===== src/rtl/ebus_pkg.sv =====
package ebus_pkg;

    typedef enum logic [2:0] {
        ACC_NONE  = 3'd0,
        ACC_FETCH = 3'd1,
        ACC_TABLE = 3'd2,
        ACC_RD_W  = 3'd3,
        ACC_WR_W  = 3'd4,
        ACC_RD_N  = 3'd5,
        ACC_WR_N  = 3'd6,
        ACC_RSVD  = 3'd7
    } acc_kind_e;

    localparam int SLOT_W = 4;

    // slot windows inside the 12-slot machine cycle
    localparam logic [SLOT_W-1:0] LATCH_A0 = 4'd1;
    localparam logic [SLOT_W-1:0] LATCH_A1 = 4'd2;
    localparam logic [SLOT_W-1:0] LATCH_B0 = 4'd7;
    localparam logic [SLOT_W-1:0] LATCH_B1 = 4'd8;
    localparam logic [SLOT_W-1:0] HALF_MID = 4'd6;
    localparam logic [SLOT_W-1:0] DSTB_LO  = 4'd4;
    localparam logic [SLOT_W-1:0] DSTB_HI  = 4'd9;
    localparam logic [SLOT_W-1:0] WDRV_LO  = 4'd3;
    localparam logic [SLOT_W-1:0] WDRV_HI  = 4'd10;
    localparam logic [SLOT_W-1:0] LAST_SLOT = 4'd11;

    function automatic logic kind_is_code(acc_kind_e k);
        return (k == ACC_FETCH) || (k == ACC_TABLE);
    endfunction

    function automatic logic kind_is_data(acc_kind_e k);
        return (k == ACC_RD_W) || (k == ACC_WR_W) || (k == ACC_RD_N) || (k == ACC_WR_N);
    endfunction

    function automatic logic kind_is_read(acc_kind_e k);
        return (k == ACC_RD_W) || (k == ACC_RD_N);
    endfunction

    function automatic logic kind_is_write(acc_kind_e k);
        return (k == ACC_WR_W) || (k == ACC_WR_N);
    endfunction

    function automatic logic kind_is_wide(acc_kind_e k);
        return (k == ACC_RD_W) || (k == ACC_WR_W);
    endfunction

endpackage


===== src/rtl/ebus_cycle_track.sv =====
module ebus_cycle_track
    import ebus_pkg::*;
#(
    parameter int ADDR_W = 16,
    parameter int DATA_W = 8
) (
    input  logic              clk,
    input  logic              rst_n,
    input  logic [2:0]        mc_state_i,
    input  logic              mc_half_i,
    input  logic [2:0]        acc_kind_i,
    input  logic [ADDR_W-1:0] acc_addr_i,
    input  logic [DATA_W-1:0] acc_wdata_i,
    output logic [SLOT_W-1:0] slot_o,
    output acc_kind_e         kind_o,
    output logic [ADDR_W-1:0] addr_o,
    output logic [DATA_W-1:0] wdata_o
);

    typedef struct packed {
        acc_kind_e         kind;
        logic [ADDR_W-1:0] addr;
        logic [DATA_W-1:0] wdata;
    } desc_t;

    desc_t desc_d, desc_q;
    logic  cycle_start;

    always_comb begin
        slot_o      = {mc_state_i, mc_half_i};
        cycle_start = (slot_o == '0);
        desc_d      = desc_q;
        if (cycle_start) begin
            desc_d.kind  = acc_kind_e'(acc_kind_i);
            desc_d.addr  = acc_addr_i;
            desc_d.wdata = acc_wdata_i;
        end
        // slot 0 already acts on the fresh descriptor
        kind_o  = desc_d.kind;
        addr_o  = desc_d.addr;
        wdata_o = desc_d.wdata;
    end

    always_ff @(posedge clk or negedge rst_n) begin
        if (!rst_n) begin
            desc_q <= '{kind: ACC_NONE, addr: '0, wdata: '0};
        end else begin
            desc_q <= desc_d;
        end
    end

endmodule


===== src/rtl/ebus_strobe_gen.sv =====
module ebus_strobe_gen
    import ebus_pkg::*;
(
    input  logic              clk,
    input  logic              rst_n,
    input  logic [SLOT_W-1:0] slot_i,
    input  acc_kind_e         kind_i,
    input  logic              ale_off_i,
    output logic              ale_o,
    output logic              psen_n_o,
    output logic              rd_n_o,
    output logic              wr_n_o
);

    typedef struct packed {
        logic ale;
        logic psen_n;
        logic rd_n;
        logic wr_n;
    } strobe_t;

    strobe_t st_d, st_q;
    logic    win_a, win_b, code_win, data_win, ale_allowed;

    always_comb begin
        win_a    = (slot_i == LATCH_A0) || (slot_i == LATCH_A1);
        win_b    = (slot_i == LATCH_B0) || (slot_i == LATCH_B1);
        code_win = ((slot_i > LATCH_A1) && (slot_i < HALF_MID)) ||
                   ((slot_i > LATCH_B1) && (slot_i <= LAST_SLOT));
        data_win = (slot_i >= DSTB_LO) && (slot_i <= DSTB_HI);

        st_d        = '{ale: 1'b0, psen_n: 1'b1, rd_n: 1'b1, wr_n: 1'b1};
        ale_allowed = 1'b0;

        if (kind_is_data(kind_i)) begin
            // address pulse kept, second pulse given up for the data phase
            st_d.ale  = win_a;
            st_d.rd_n = !(kind_is_read(kind_i) && data_win);
            st_d.wr_n = !(kind_is_write(kind_i) && data_win);
        end else if (kind_is_code(kind_i)) begin
            ale_allowed = !ale_off_i || (kind_i == ACC_TABLE);
            st_d.ale    = ale_allowed && (win_a || win_b);
            st_d.psen_n = !code_win;
        end else begin
            st_d.ale = !ale_off_i && (win_a || win_b);
        end
    end

    always_ff @(posedge clk or negedge rst_n) begin
        if (!rst_n) begin
            st_q <= '{ale: 1'b0, psen_n: 1'b1, rd_n: 1'b1, wr_n: 1'b1};
        end else begin
            st_q <= st_d;
        end
    end

    assign ale_o    = st_q.ale;
    assign psen_n_o = st_q.psen_n;
    assign rd_n_o   = st_q.rd_n;
    assign wr_n_o   = st_q.wr_n;

    AST_RD_WR_EXCL: assert property (@(posedge clk) disable iff (!rst_n)
        !(!rd_n_o && !wr_n_o));
    AST_CODE_DATA_EXCL: assert property (@(posedge clk) disable iff (!rst_n)
        !psen_n_o |-> (rd_n_o && wr_n_o));
    AST_PSEN_WIDTH: assert property (@(posedge clk) disable iff (!rst_n)
        $fell(psen_n_o) |=> !psen_n_o);
    AST_ALE_WIDTH: assert property (@(posedge clk) disable iff (!rst_n)
        $rose(ale_o) |=> ale_o);

endmodule


===== src/rtl/ebus_port_mux.sv =====
module ebus_port_mux
    import ebus_pkg::*;
#(
    parameter int ADDR_W = 16,
    parameter int DATA_W = 8
) (
    input  logic                     clk,
    input  logic                     rst_n,
    input  logic [SLOT_W-1:0]        slot_i,
    input  acc_kind_e                kind_i,
    input  logic [ADDR_W-1:0]        addr_i,
    input  logic [DATA_W-1:0]        wdata_i,
    input  logic [ADDR_W-DATA_W-1:0] p2_sfr_i,
    output logic [DATA_W-1:0]        p0_out_o,
    output logic                     p0_oe_o,
    output logic [ADDR_W-DATA_W-1:0] p2_out_o,
    output logic                     p2_addr_o
);

    localparam int HI_W = ADDR_W - DATA_W;

    typedef struct packed {
        logic [DATA_W-1:0] p0;
        logic              p0_oe;
        logic [HI_W-1:0]   p2;
        logic              p2_addr;
    } port_t;

    port_t             pt_d, pt_q;
    logic [ADDR_W-1:0] addr_next;
    logic              win_a, win_b, wdrv_win;

    always_comb begin
        addr_next = addr_i + ADDR_W'(1);
        win_a     = (slot_i == LATCH_A0) || (slot_i == LATCH_A1);
        win_b     = (slot_i == LATCH_B0) || (slot_i == LATCH_B1);
        wdrv_win  = (slot_i >= WDRV_LO) && (slot_i <= WDRV_HI);

        pt_d = '{p0: '0, p0_oe: 1'b0, p2: p2_sfr_i, p2_addr: 1'b0};

        if (kind_is_code(kind_i)) begin
            if (win_a) begin
                pt_d.p0    = addr_i[DATA_W-1:0];
                pt_d.p0_oe = 1'b1;
            end else if (win_b) begin
                pt_d.p0    = addr_next[DATA_W-1:0];
                pt_d.p0_oe = 1'b1;
            end
            pt_d.p2      = (slot_i < HALF_MID) ? addr_i[ADDR_W-1:DATA_W]
                                               : addr_next[ADDR_W-1:DATA_W];
            pt_d.p2_addr = 1'b1;
        end else if (kind_is_data(kind_i)) begin
            if (win_a) begin
                pt_d.p0    = addr_i[DATA_W-1:0];
                pt_d.p0_oe = 1'b1;
            end else if (kind_is_write(kind_i) && wdrv_win) begin
                pt_d.p0    = wdata_i;
                pt_d.p0_oe = 1'b1;
            end
            if (kind_is_wide(kind_i)) begin
                pt_d.p2      = addr_i[ADDR_W-1:DATA_W];
                pt_d.p2_addr = 1'b1;
            end
        end
    end

    always_ff @(posedge clk or negedge rst_n) begin
        if (!rst_n) begin
            pt_q <= '{p0: '0, p0_oe: 1'b0, p2: '0, p2_addr: 1'b0};
        end else begin
            pt_q <= pt_d;
        end
    end

    assign p0_out_o  = pt_q.p0;
    assign p0_oe_o   = pt_q.p0_oe;
    assign p2_out_o  = pt_q.p2;
    assign p2_addr_o = pt_q.p2_addr;

    AST_P0_IDLE_ZERO: assert property (@(posedge clk) disable iff (!rst_n)
        !p0_oe_o |-> (p0_out_o == '0));

endmodule


===== src/rtl/ebus_strobe_top.sv =====
module ebus_strobe_top
    import ebus_pkg::*;
#(
    parameter int ADDR_W = 16,
    parameter int DATA_W = 8
) (
    input  logic                     clk,
    input  logic                     rst_n,
    input  logic [2:0]               mc_state_i,
    input  logic                     mc_half_i,
    input  logic [2:0]               acc_kind_i,
    input  logic [ADDR_W-1:0]        acc_addr_i,
    input  logic [DATA_W-1:0]        acc_wdata_i,
    input  logic [ADDR_W-DATA_W-1:0] p2_sfr_i,
    input  logic                     ale_off_i,
    output logic                     ale_o,
    output logic                     psen_n_o,
    output logic                     rd_n_o,
    output logic                     wr_n_o,
    output logic [DATA_W-1:0]        p0_out_o,
    output logic                     p0_oe_o,
    output logic [ADDR_W-DATA_W-1:0] p2_out_o,
    output logic                     p2_addr_o
);

    logic [SLOT_W-1:0] slot;
    acc_kind_e         kind;
    logic [ADDR_W-1:0] addr;
    logic [DATA_W-1:0] wdata;

    ebus_cycle_track #(.ADDR_W(ADDR_W), .DATA_W(DATA_W)) u_track (
        .clk        (clk),
        .rst_n      (rst_n),
        .mc_state_i (mc_state_i),
        .mc_half_i  (mc_half_i),
        .acc_kind_i (acc_kind_i),
        .acc_addr_i (acc_addr_i),
        .acc_wdata_i(acc_wdata_i),
        .slot_o     (slot),
        .kind_o     (kind),
        .addr_o     (addr),
        .wdata_o    (wdata)
    );

    ebus_strobe_gen u_strobe (
        .clk      (clk),
        .rst_n    (rst_n),
        .slot_i   (slot),
        .kind_i   (kind),
        .ale_off_i(ale_off_i),
        .ale_o    (ale_o),
        .psen_n_o (psen_n_o),
        .rd_n_o   (rd_n_o),
        .wr_n_o   (wr_n_o)
    );

    ebus_port_mux #(.ADDR_W(ADDR_W), .DATA_W(DATA_W)) u_port (
        .clk      (clk),
        .rst_n    (rst_n),
        .slot_i   (slot),
        .kind_i   (kind),
        .addr_i   (addr),
        .wdata_i  (wdata),
        .p2_sfr_i (p2_sfr_i),
        .p0_out_o (p0_out_o),
        .p0_oe_o  (p0_oe_o),
        .p2_out_o (p2_out_o),
        .p2_addr_o(p2_addr_o)
    );

    // strobes and port 0 come from separate submodules
    AST_RD_FLOATS_P0: assert property (@(posedge clk) disable iff (!rst_n)
        !rd_n_o |-> !p0_oe_o);
    AST_PSEN_FLOATS_P0: assert property (@(posedge clk) disable iff (!rst_n)
        !psen_n_o |-> !p0_oe_o);
    AST_WR_DRIVES_P0: assert property (@(posedge clk) disable iff (!rst_n)
        !wr_n_o |-> p0_oe_o);
    AST_STROBE_AFTER_ALE: assert property (@(posedge clk) disable iff (!rst_n)
        ($fell(rd_n_o) || $fell(wr_n_o)) |-> !ale_o);

endmodule


===== config.mk =====
export PLATFORM = sky130hd
export DESIGN_NAME = ebus_strobe_top
export DESIGN_NICKNAME = d
export VERILOG_FILES = /design/src/rtl/ebus_pkg.sv /design/src/rtl/ebus_cycle_track.sv /design/src/rtl/ebus_strobe_gen.sv /design/src/rtl/ebus_port_mux.sv /design/src/rtl/ebus_strobe_top.sv
export SDC_FILE = /design/constraint.sdc
export NUM_CORES = 1
export LEC_CHECK = 0
export ABC_CLOCK_PERIOD_IN_PS = 3350
export BUFFER_PORTS_ARGS = -buffer_cell sky130_fd_sc_hd__clkbuf_2
export CAP_MARGIN = 30
export CORE_MARGIN = 10
export CORE_UTILIZATION = 35
export CTS_CLUSTER_DIAMETER = 50
export DETAILED_ROUTE_END_ITERATION = 10
export PLACE_DENSITY = 0.54
export SYNTH_ARGS = -nofsm -noshare
export SYNTH_HDL_FRONTEND = slang
export SYNTH_SLANG_ARGS = --single-unit
export TNS_END_PERCENT = 1

===== constraint.sdc =====
create_clock -name clk -period 3.35 [get_ports clk]
set_input_delay 0.335 -clock clk [delete_from_list [all_inputs] [get_ports clk]]
set_output_delay 0.335 -clock clk [all_outputs]
set_load 0.02 [all_outputs]

### Yosys cells after proc, flatten, opt, wreduce, memory -nomap -nowiden

Index checks and enable logic that the tools add are counted.
W data, S select, Z words.

| operators by class | value |
|---|---|
| add/subtract/negate cells | 1 |
| magnitude comparators | 8 |
| eq/ne operators | 10 |
| mux-type cells | 14 |
| reductions and logical operators | 25 |

Operator list:

| kind | number |
|---|---|
| $mux W9 | 5 |
| $mux W18 | 2 |
| $mux W27 | 1 |
| $add A16 B1 Y16 const B | 1 |
| $le A4 B4 Y1 const B | 3 |
| $logic_or A1 B1 Y1 | 11 |
| $eq A3 B3 Y1 const B | 3 |
| $logic_and A1 B1 Y1 | 9 |
| $mux W8 | 1 |
| $eq A3 B2 Y1 const B | 2 |
| $eq A4 B1 Y1 const B | 1 |
| $eq A4 B2 Y1 const B | 1 |
| $eq A4 B3 Y1 const B | 1 |
| $eq A4 B4 Y1 const B | 1 |
| $ge A4 B2 Y1 const B | 1 |
| $ge A4 B3 Y1 const B | 1 |
| $gt A4 B2 Y1 const B | 1 |
| $gt A4 B4 Y1 const B | 1 |
| $logic_not A1 Y1 | 4 |
| $logic_not A4 Y1 | 1 |
| $lt A4 B3 Y1 const B | 1 |
| $mux W1 | 4 |
| $eq A3 B1 Y1 const B | 1 |
| $mux W2 | 1 |

| storage, ports and cells | value |
|---|---|
| register bits after elaboration | 49 |
| output and inout port bits | 22 |
| logic and storage cells | 69 |

### Logic depth before layout (Yosys ltp)

Gate-level depths: netlist of run 1.

| depth | value |
|---|---|
| depth in word-level cells | 9 |
| mapped depth | 12 |

### Hierarchy

Synthesis of run 1 repeated with hierarchy kept, for this count alone.

| second synthesis, totals | value |
|---|---|
| cell total of the unflattened synthesis | 237 |
| area, all modules | 2600.0 um^2 |

By module, submodules not included:

| module | times used | cells an instance | area an instance (um^2) | sequential area each (um^2) |
|---|---|---|---|---|
| ebus_port_mux | 1 | 151 | 1293.7 | 450.4 |
| ebus_cycle_track | 1 | 61 | 1053.5 | 675.6 |
| ebus_strobe_gen | 1 | 25 | 252.7 | 103.8 |

### Worst setup path before layout of run 1

OpenSTA, ideal clock, no wires.

| path | value |
|---|---|
| path kind | input-to-reg |
| from | in mc_half_i |
| to | reg u_port.pt_q (netlist bit u_port.p2_out_o[4]) |
| library setup time | 94 ps |
| data arrival time | 2960 ps |
| slack | 296 ps |
| stages | 12 |
| path through | buf_6 > nor4_1 > clkbuf_1 > buf_2 > buf_2 > nand2_1 > nand2_1 > ha_1 > nor2b_1 > nand2_1 > or4_1 > a211oi_1 |

RTL lines:

| item | RTL line | RTL |
|---|---|---|
| start: declaration | ebus_strobe_top.sv:10 | `input logic mc_half_i,` |
| end signal: assignment | ebus_port_mux.sv:69 | `pt_q <= '{p0: '0, p0_oe: 1'b0, p2: '0, p2_addr: 1'b0};` |
| end signal: assignment | ebus_port_mux.sv:71 | `pt_q <= pt_d;` |
| end: declaration | ebus_port_mux.sv:29 | `port_t pt_d, pt_q;` |

==> results of run 1 <==
-- logic make-up after synthesis --
family | count (synthesis)
AO/OA/AOI/OAI | 62
XOR/XNOR | 6
AND/OR/NAND/NOR | 142
adder cells (fa/ha/maj) | 1
multiplexers | 14
buffers and inverters | 28
flip-flops | 49
-- path summary, 6_finish.rpt --
check                                         from                  to  slack [ns]  cells past startpoint
min in group clk                    acc_wdata_i[5]   u_track.desc_q[5]        0.26                      3
worst max register to register  u_track.desc_q[24]  u_port.p2_out_o[2]        1.12                      5
worst min-delay path                         rst_n    u_port.p2_addr_o        0.02                      1
worst max-delay path                 mc_state_i[0]  u_port.p2_out_o[7]        0.81                      7
worst min register to register   u_track.desc_q[1]   u_track.desc_q[1]        0.49                      2
max in group asynchronous                    rst_n     u_strobe.rd_n_o        2.51                      2
-- where the power goes --
part           internal, mW  switching, mW
logic                 0.212          0.400
clock network         0.145          0.191
registers             0.728         0.0708
-- per-layer routing --
| layer | track usage | vias up | routed length, microns |
|---|---|---|---|
| met3 | 0.0339 | 8 | 418 |
| met5 | 0 | - | 0 |
| li1 | - | 1227 | - |
| met2 | 0.228 | 45 | 4050 |
| met1 | 0.174 | 1216 | 3400 |
| met4 | 0.0471 | 0 | 121 |
-- through the flow --
step / cells / setup WS [ns] / instance area [sq um] / utilization
after detailed placement: 458 / 0.499 / 3150 / 0.412
after global routing: 466 / 0.585 / 3240 / 0.423
final: 466 / 0.813 / 3240 / 0.423
after floorplan: 302 / 0.296 / 2730 / -
after CTS: 466 / 0.823 / 3240 / 0.423
after global placement: 458 / 0.554 / 3150 / 0.412
-- layout make-up --
class	count	area, sq um
Timing Repair Buffer	70	368
Fill cell	798	4410
Multi-Input combinational cell	225	1380
Tap cell	102	128
Clock inverter	2	10.0
Sequential cell	49	1230
Clock buffer	6	72.6
Inverter	12	45.0
-- worst max-delay path, delay by kind of cell --
family	cells	cell delay (ns)
buf+inv	2	0.47
simple gates	3	1.46
compound gates	2	0.47
-- cells in the final DEF (no fill, tap or decap), types with 8 or more instances in the layout --
cell      count
inv_1        12
dfrtp_1      46
nor2_1       12
nand2_1      58
a21oi_1      12
nand4_1       8
o21ai_0       9
nand3_1      10
mux2i_1      10
clkbuf_2     63
nor3_1       11
==> impl_results.md, run 1 <==
- Status: finished, final reports clean
- Drt via density: ~5.4
- Tot Pwr: approximately 1.7 mW
- Hold_buf cts: 0
- Final setup viols: 0
- Routed WL per cell: 17.2 microns
- Hold slack: between 0.015 and 0.02 ns
- Post-synth top area share: 0.421
- CTS sink count: a little under 50
- IO buf count: 63
- Peak VDD IR: around 0.19 mV
- Number of nets in the layout: 406
- Achievable Freq: between 300 and 400 MHz
- Max reg flops: 27
- Total wire length: 7990 microns
- Critical Path, Cell by Cell: clkbuf_2 > or4_4 > buf_4 > nor4_4 > a32oi_1 > or3_1 > a211oi_1
- Crit Path Class: primary input to register
- Global-route wire length before repair: 13100 microns
- Slew HR: 0.362
- Drt pass-1 iters: 4
- Initial antenna violation count: 0
- Cell taking the most area after synthesis: dfrtp_1
- Vias in the first global route: 2537
- Die area: ~12000 sq um
- Post-DP HPWL: approximately 6400 microns
- Post-synthesis compound-gate area fraction: 0.159
- # rows: 32
- Total global-route track usage: 0.139
- Io pins: 64
- Slowest stage delay, CP: approximately 0.75 ns
- Worst setup SP type: primary input
- Antenna viol nets, final: 0
- Worst Path Arrival: about 2.8 ns
- Area grow syn2layout: 18.5%
- Layout cells sized above 1: 0.247
- Most flops, register: u_track.desc_q
- Synth Instances: a little over 300
- Mapped Area: about 2700 sq um
- Largest family of logic cells by synthesized area: simple AND/OR/NAND/NOR gates
- Max clock buf depth: 2
- Syn_nets: around 350
- Layout Skew: 0.0108 ns
- Vias: between 2000 and 2500
- Count of state elements after synthesis: a little under 50
- Synth Flop Type: dfrtp_1
- Synth area leaders: dfrtp_1 42%, nand2_1 8.0%, mux2i_1 3.7%
- Critical path peak fanout: 28
- Largest net degree at the start of global routing: 29
- GRT overflow: 0
- Worst-Skew Late Latency: around 0.3 ns
- Synth top cells by count: 58 x nand2_1, 46 x dfrtp_1, 12 x a21oi_1, 12 x inv_1, 12 x nor2_1
- Sequential area share after synthesis: 0.450
- Final hold violation count: 0
- Mux contribution to synthesized area: 0.0531
- Initial Util: 0.357
- Die Width: 108 microns
- Power Density: 540 nW/um^2
- YS warnings: 0
- Least-Margin Pin Slew: around 0.96 ns
- Post-synthesis average cell area: ~9 sq um
- Clk pin slew, worst setup/hold paths: around 0.090 ns
- Async set-reset flop share out of synthesis: 1.00
- Critical Path Sink Type: register
- Post-synthesis simple-gate area fraction: 0.268
- Post_cts resized: 0
- RSZ-0062 raised after global routing: false
- TNS Setup: 0 ns
- Leak pwr: 1.52 nW
- Core Box Area: around 7600 sq um
- Critical-path top delay cell: or4_4
- Xor/xnor share of the synthesized area: 0.0192
- Diodes inserted: 0
- Number of flops mapped to enable cells by yosys: 0
- Worst hold path class: primary input to asynchronous set/reset pin
- DR iter-0 viols: about 120
- Die Y: ~110 microns
- Most frequent cell after synthesis: nand2_1
- Worst Path Required: about 3.6 ns
- Root Buffer: clkbuf_8
- Post-CTS setup buffers: 0
- Adder-cell area share of the yosys netlist: 0.00458
- CTS Buf Count: 5
- Final worst path period share: 0.757
- CTS tree: built
- GP Congestion: approximately 0.84
- Residual DRC: 0
- Crit path time final: between 2 and 3 ns
- Pins over their slew limit: 0
- Yosys cell types: 53
- Max Cap Violations: 0
- H-tree level count: 2
Power figures use the tool's default switching activity.
==> run 2: changes to the inputs <==
--- a/config.mk
+++ b/config.mk
@@ -5,7 +5,8 @@
 export SDC_FILE = /design/constraint.sdc
 export NUM_CORES = 1
 export LEC_CHECK = 0
-export ABC_CLOCK_PERIOD_IN_PS = 3350
+export ABC_AREA = 1
+export ABC_CLOCK_PERIOD_IN_PS = 2400
 export BUFFER_PORTS_ARGS = -buffer_cell sky130_fd_sc_hd__clkbuf_2
 export CAP_MARGIN = 30
 export CORE_MARGIN = 10
==> constraint.sdc (replaced) <==
create_clock -name clk -period 2.4 [get_ports clk]
set_input_delay 0.24 -clock clk [delete_from_list [all_inputs] [get_ports clk]]
set_output_delay 0.24 -clock clk [all_outputs]
set_load 0.02 [all_outputs]
==> impl_results.md, run 2 <==
- YS warnings: 0
- Layout cells sized above 1: 0.292
- Worst setup SP type: primary input
- Max clock buf depth: 2
- M3 GR Usage: 0.0244
- Post-synthesis average cell area: around 7.7 sq um
- Critical Path, Cell by Cell: clkbuf_2 > nor2_4 > nand2_4 > buf_4 > nand2_2 > nand2_2 > nor2_2 > nand2_1 > nor2_1 > nand3_1 > nand3_1 > nand2_1
- CTS tree: built
- Fillers: 903
- Most frequent cell after synthesis: nand2_1
- Final hold violation count: 0
- Hold_buf cts: 0
- Cell taking the most area after synthesis: dfrtp_1
- Yosys cell types: 31
- RSZ-0062 raised after global routing: false
- Register Area: around 1200 sq um
- Root Buffer: clkbuf_8
- Die Y: 111 microns
- Critical path peak fanout: 20
- Final worst path period share: 0.801
- Met2 GRT Util: 0.195
- DR iter-0 viols: 99
- Worst Path Required: around 2.6 ns
- Synth area leaders: dfrtp_1 40%, nand2_1 13%, nand3_1 10%
- Crit path time final: approximately 1.9 ns
- Crit Path Class: primary input to register
- Worst-Skew Late Latency: 0.30 ns
- Slowest stage delay, CP: 0.39 ns
- Layout Skew: between 0.008 and 0.009 ns
- Gr busiest metal: met2
- Synth top cells by count: 102 x nand2_1, 58 x nand3_1, 46 x dfrtp_1
- Final core occ: 0.415
- Mapped Area: roughly 2900 sq um
- Power Density: about 740 nW/um^2
- Initial Util: 0.355
- Post_cts resized: 0
- Synth Flop Type: dfrtp_1
- Slew HR: 0.580
- Io pins: 64
- Number of flops mapped to enable cells by yosys: 0
- Critical-path top delay cell: nor2_4
- Largest net degree at the start of global routing: 50
- Die area: ~12000 sq um
- Core Box Area: 8090 sq um
- Drt pass-1 iters: 4
- Achievable Freq: about 520 MHz
- Final setup viols: 0
- Status: finished, final reports clean
- Vias: 2575
- GRT overflow: 0
- Most flops, register: u_track.desc_q
- Routed WL per cell: approximately 14 microns
- Global-route wire length before repair: roughly 13000 microns
- TNS Setup: 0 ns
- Diodes inserted: 0
- Async set-reset flop share out of synthesis: 1.00
- Worst Path Arrival: roughly 2.1 ns
- Die Width: ~110 microns
- Worst-case reg-to-reg path depth: 9
- Post-DP HPWL: a little over 6000 microns
- Reg2Reg Setup Slack: about 0.94 ns
- Critical Path Sink Type: register
- Vias in the first global route: about 2600
- Initial antenna violation count: 0
- GP Congestion: slightly above 0.9
- CTS Buf Count: 5
- Synth Instances: approximately 370
- H-tree level count: 2
- Least-Margin Pin Slew: 0.629 ns
- Placed cell areas: about 3300 sq um
- Post-synth top area share: 0.400
- Critical path depth: 12
- Most common cell after layout, fill and taps aside: nand2_1
- Area of the multi-input gates: roughly 1400 sq um
- Count of state elements after synthesis: 49
- IO buf count: between 60 and 70
- Area grow syn2layout: 16.8%
- Worst hold path class: primary input to asynchronous set/reset pin
- Slack of the critical path: between 0.4 and 0.5 ns
- Peak VDD IR: 0.235 mV
- Most frequent cells in the layout: 102 x nand2_1, 63 x clkbuf_2, 58 x nand3_1
- R2R Path Start: u_track.desc_q[24]
- Residual DRC: 0
- CTS sink count: slightly below 50
- Antenna viol nets, final: 0
- Pins over their slew limit: 0
- Leak pwr: approximately 1.7 nW
- Met1 Use GR: 0.178
- Total wire length: roughly 7800 microns
- Max reg flops: 27
- Final instance area: roughly 3400 sq um
- Capturing point of the worst reg2reg path: u_port.p0_out_o[1]
- Place WS: between 0.15 and 0.2 ns
- Crit path buffers/inverters: 2
- Post-CTS setup buffers: 0
- Number of nets in the layout: 480
- Drt via density: between 4 and 5
- # rows: 33
- CP delay by family, top: simple AND/OR/NAND/NOR gates
- Syn_nets: 415
- Clk pin slew, worst setup/hold paths: approximately 0.1 ns
- Sequential area share after synthesis: 0.428
- Total global-route track usage: 0.126
- Max Cap Violations: 0
[run 2: layout make-up]
cell class / instances / area share
Multi-Input combinational cell: 271 / 0.415
Sequential cell: 49 / 0.366
Timing Repair Buffer: 70 / 0.109
Inverter: 40 / 0.0447
Tap cell: 105 / 0.0391
Clock buffer: 6 / 0.0216
Clock inverter: 2 / 0.00447
[run 2: through the flow]
stage / power, mW / instances / hold slack, ns
2_1_floorplan: 1.72 / 372 / -0.0556
3_3_place_gp: 2.01 / 535 / 0.400
3_5_place_dp: 2.01 / 535 / 0.399
4_1_cts: 2.51 / 543 / 0.0679
5_1_grt: 2.67 / 543 / 0.0990
6_report: 2.48 / 543 / 0.0411
[run 2: how the worst max path moves through the flow]
stage                         start                 end  slack [ns]
after detailed placement  mc_half_i  u_port.p2_out_o[6]        0.15
after CTS                 mc_half_i  u_port.p2_out_o[6]        0.48
after global placement    mc_half_i  u_port.p2_out_o[6]        0.16
after floorplan           mc_half_i  u_port.p0_out_o[6]        0.86
after global routing      mc_half_i  u_port.p2_out_o[7]        0.29
final                     mc_half_i  u_port.p2_out_o[6]        0.48
[run 2: routing by layer]
metal / wire, microns / part of all wire / vias up
li1: - / - / 1323
met1: 3910 / 0.50 / 1189
met2: 3490 / 0.45 / 59
met3: 342 / 0.044 / 4
met4: 58 / 0.0074 / 0
met5: 0 / 0 / -
[run 2: worst reg2reg max path, delay by kind of cell, from the launching register on]
family / cells / cell delay [ns]
DFF: 1 / 0.37
AOI/OAI and AO/OA: 1 / 0.09
buffers and inverters: 3 / 0.43
and+or+nand+nor: 5 / 0.45
[run 2: cells by family (layout without fill, tap and decap cells)]
kind of cell,count (synthesis),count (layout),share of synthesized area
compound gates,38,38,0.0731
xor+xnor,1,1,0.00305
fa+ha+maj,1,1,0.00435
buf+inv,52,118,0.0879
flops,49,49,0.428
mux,8,8,0.0352
simple gates,223,223,0.369
[run 2: power breakdown]
| part | switching, mW | total (mW) | internal [mW] |
|---|---|---|---|
| Combinational | 0.633 | 0.930 | 0.297 |
| Sequential | 0.0477 | 1.06 | 1.01 |
| Clock | 0.291 | 0.498 | 0.206 |
| Total | 0.972 | 2.48 | 1.51 |
==> run 3: changes to the inputs <==
--- a/config.mk
+++ b/config.mk
@@ -6,7 +6,7 @@
 export NUM_CORES = 1
 export LEC_CHECK = 0
 export ABC_AREA = 1
-export ABC_CLOCK_PERIOD_IN_PS = 2400
+export ABC_CLOCK_PERIOD_IN_PS = 2000
 export BUFFER_PORTS_ARGS = -buffer_cell sky130_fd_sc_hd__clkbuf_2
 export CAP_MARGIN = 30
 export CORE_MARGIN = 10
==> constraint.sdc (replaced) <==
create_clock -name clk -period 2 [get_ports clk]
set_input_delay 0.2 -clock clk [delete_from_list [all_inputs] [get_ports clk]]
set_output_delay 0.2 -clock clk [all_outputs]
set_load 0.02 [all_outputs]
==> impl_results.md, run 3 (synthesis results as in run 2) <==
- Worst Path Arrival: roughly 1.7 ns
- Critical Path, Cell by Cell: clkbuf_2 > nor2_4 > buf_4 > nand3_1 > nand2_2 > ha_1 > nand2_1 > nor2_2 > nand2_1 > xor2_1 > nand2_1 > nand3_1
- # rows: 33
- Antenna viol nets, final: 0
- Die area: between 10000 and 15000 sq um
- Post-DP HPWL: a little over 6000 microns
- Layout cells sized above 1: 0.298
- Final hold violation count: 0
- Die Y: 111 microns
- Max Cap Violations: 0
- CP most frequent cell: nand2_1
- Slew HR: 0.730
- Most flops, register: u_track.desc_q
- Tot Pwr: approximately 3.1 mW
- Worst setup SP type: primary input
- Worst hold path class: primary input to register
- DR iter-0 viols: between 100 and 150
- Post-CTS setup buffers: 0
- Max reg flops: 27
- Diodes inserted: 0
- Critical path peak fanout: 6
- Critical Path Sink Type: register
- GRT overflow: 0
- TNS Setup: 0 ns
- Achievable Freq: 651 MHz
- Worst-Skew Late Latency: just over 0.3 ns
- RSZ-0062 raised after global routing: false
- Most common cell after layout, fill and taps aside: nand2_1
- Worst Path Required: approximately 2.2 ns
- Io pins: between 60 and 70
- Final setup viols: 0
- Vias: about 2600
- Number of nets in the layout: about 490
- CTS sink count: 49
- Post_cts resized: 0
- H-tree level count: 2
- Area grow syn2layout: 19.5%
- Fillers: approximately 900
- CTS tree: built
- Layout Skew: between 0.008 and 0.009 ns
- Crit path time final: between 1.5 and 2 ns
- Critical-path top delay cell: nor2_4
- Initial antenna violation count: 0
- Least-Margin Pin Slew: approximately 0.4 ns
- Routed WL per cell: between 10 and 15 microns
- Core Box Area: approximately 8000 sq um
- Drt via density: between 4 and 5
- Slowest stage delay, CP: around 0.19 ns
- Leak pwr: about 1.8 nW
- Global-route wire length before repair: around 13000 microns
- Clk pin slew, worst setup/hold paths: approximately 0.10 ns
- Area of the multi-input gates: roughly 1400 sq um
- Peak VDD IR: between 0.2 and 0.3 mV
- Crit Path Class: primary input to register
- Final worst path period share: 0.768
- Largest net degree at the start of global routing: 26
- Status: finished, final reports clean
- Die Width: about 110 microns
- Total global-route track usage: 0.129
- Most frequent cells in the layout: 102 x nand2_1, 63 x clkbuf_2, 58 x nand3_1
- Vias in the first global route: 2603
- Max clock buf depth: 2
- Pins over their slew limit: 0
- Initial Util: 0.355
- IO buf count: 63
- Total wire length: about 7800 microns
- CTS Buf Count: 5
- Root Buffer: clkbuf_8
- Register Area: 1230 sq um
- Drt pass-1 iters: 5
- Power Density: roughly 910 nW/um^2
- GP Congestion: around 0.86
- Residual DRC: 0
## run 3: cell count changes in the layout (fill, tap and decap cells not counted), sizes merged
cell and change:
clkinv +1, dlygate4sd3 +1, clkinvlp -2, bufinv +1, buf +4
## run 3: where the power goes
part,leakage [nW],total (mW),switching [mW],internal [mW]
logic,1.13,1.12,0.758,0.365
clock network,0.0554,0.724,0.348,0.376
registers,0.597,1.27,0.0592,1.21
## run 3: critical path: cells and delay by family
family        cells  cell delay [ns]
simple gates      8             0.93
buf+inv           2             0.30
xor+xnor          1             0.14
fa+ha+maj         1             0.18
## run 3: stage by stage
stage                      util  hold WS (ns)  worst slack [ns]  instances  instance area, sq um
final                     0.425         0.138             0.463        548                  3440
after global routing      0.425         0.137             0.272        548                  3440
after CTS                 0.425         0.134             0.470        548                  3440
after detailed placement  0.410         0.213             0.149        539                  3320
after global placement    0.410         0.221             0.170        539                  3320
after floorplan               -       -0.0956             0.498        372                  2880
## run 3: cell type report
class,count,area share
sequential,49,0.358
clock buffer,6,0.0211
clock inverter,2,0.0113
tap,105,0.0382
inverter,40,0.0437
timing repair buffer,75,0.122
multi-input combinational,271,0.406
## run 3: path summary, 6_finish.rpt
| check | depth (start not counted) | startpoint | slack [ns] | to |
|---|---|---|---|---|
| worst max-delay path | 12 | mc_state_i[1] | 0.46 | u_port.p0_out_o[6] |
| worst min-delay path | 2 | acc_wdata_i[2] | 0.14 | u_track.desc_q[2] |
| worst max register to register | 9 | u_track.desc_q[8] | 0.53 | u_port.p0_out_o[6] |
| worst min register to register | 1 | u_track.desc_q[3] | 0.50 | u_track.desc_q[3] |
| max in group asynchronous | 3 | rst_n | 1.26 | u_strobe.wr_n_o |
| min in group asynchronous | 3 | rst_n | 0.43 | u_port.p0_out_o[2] |
## run 3: repair_timing
item / 4_1_cts / 5_1_grt
endpoints found under the setup margin: 0 / 0
hold buffers: 1 / 0
endpoints found under the hold margin: 46 / 0
## run 3: layer usage
metal | vias to the layer above | wire, microns | share of wire | GRT usage
met5 | - | 0 | 0 | 0
met4 | 0 | 129 | 0.017 | 0.0399
met3 | 9 | 413 | 0.053 | 0.0357
met2 | 71 | 3400 | 0.44 | 0.194
met1 | 1169 | 3850 | 0.49 | 0.174
li1 | 1335 | - | - | -
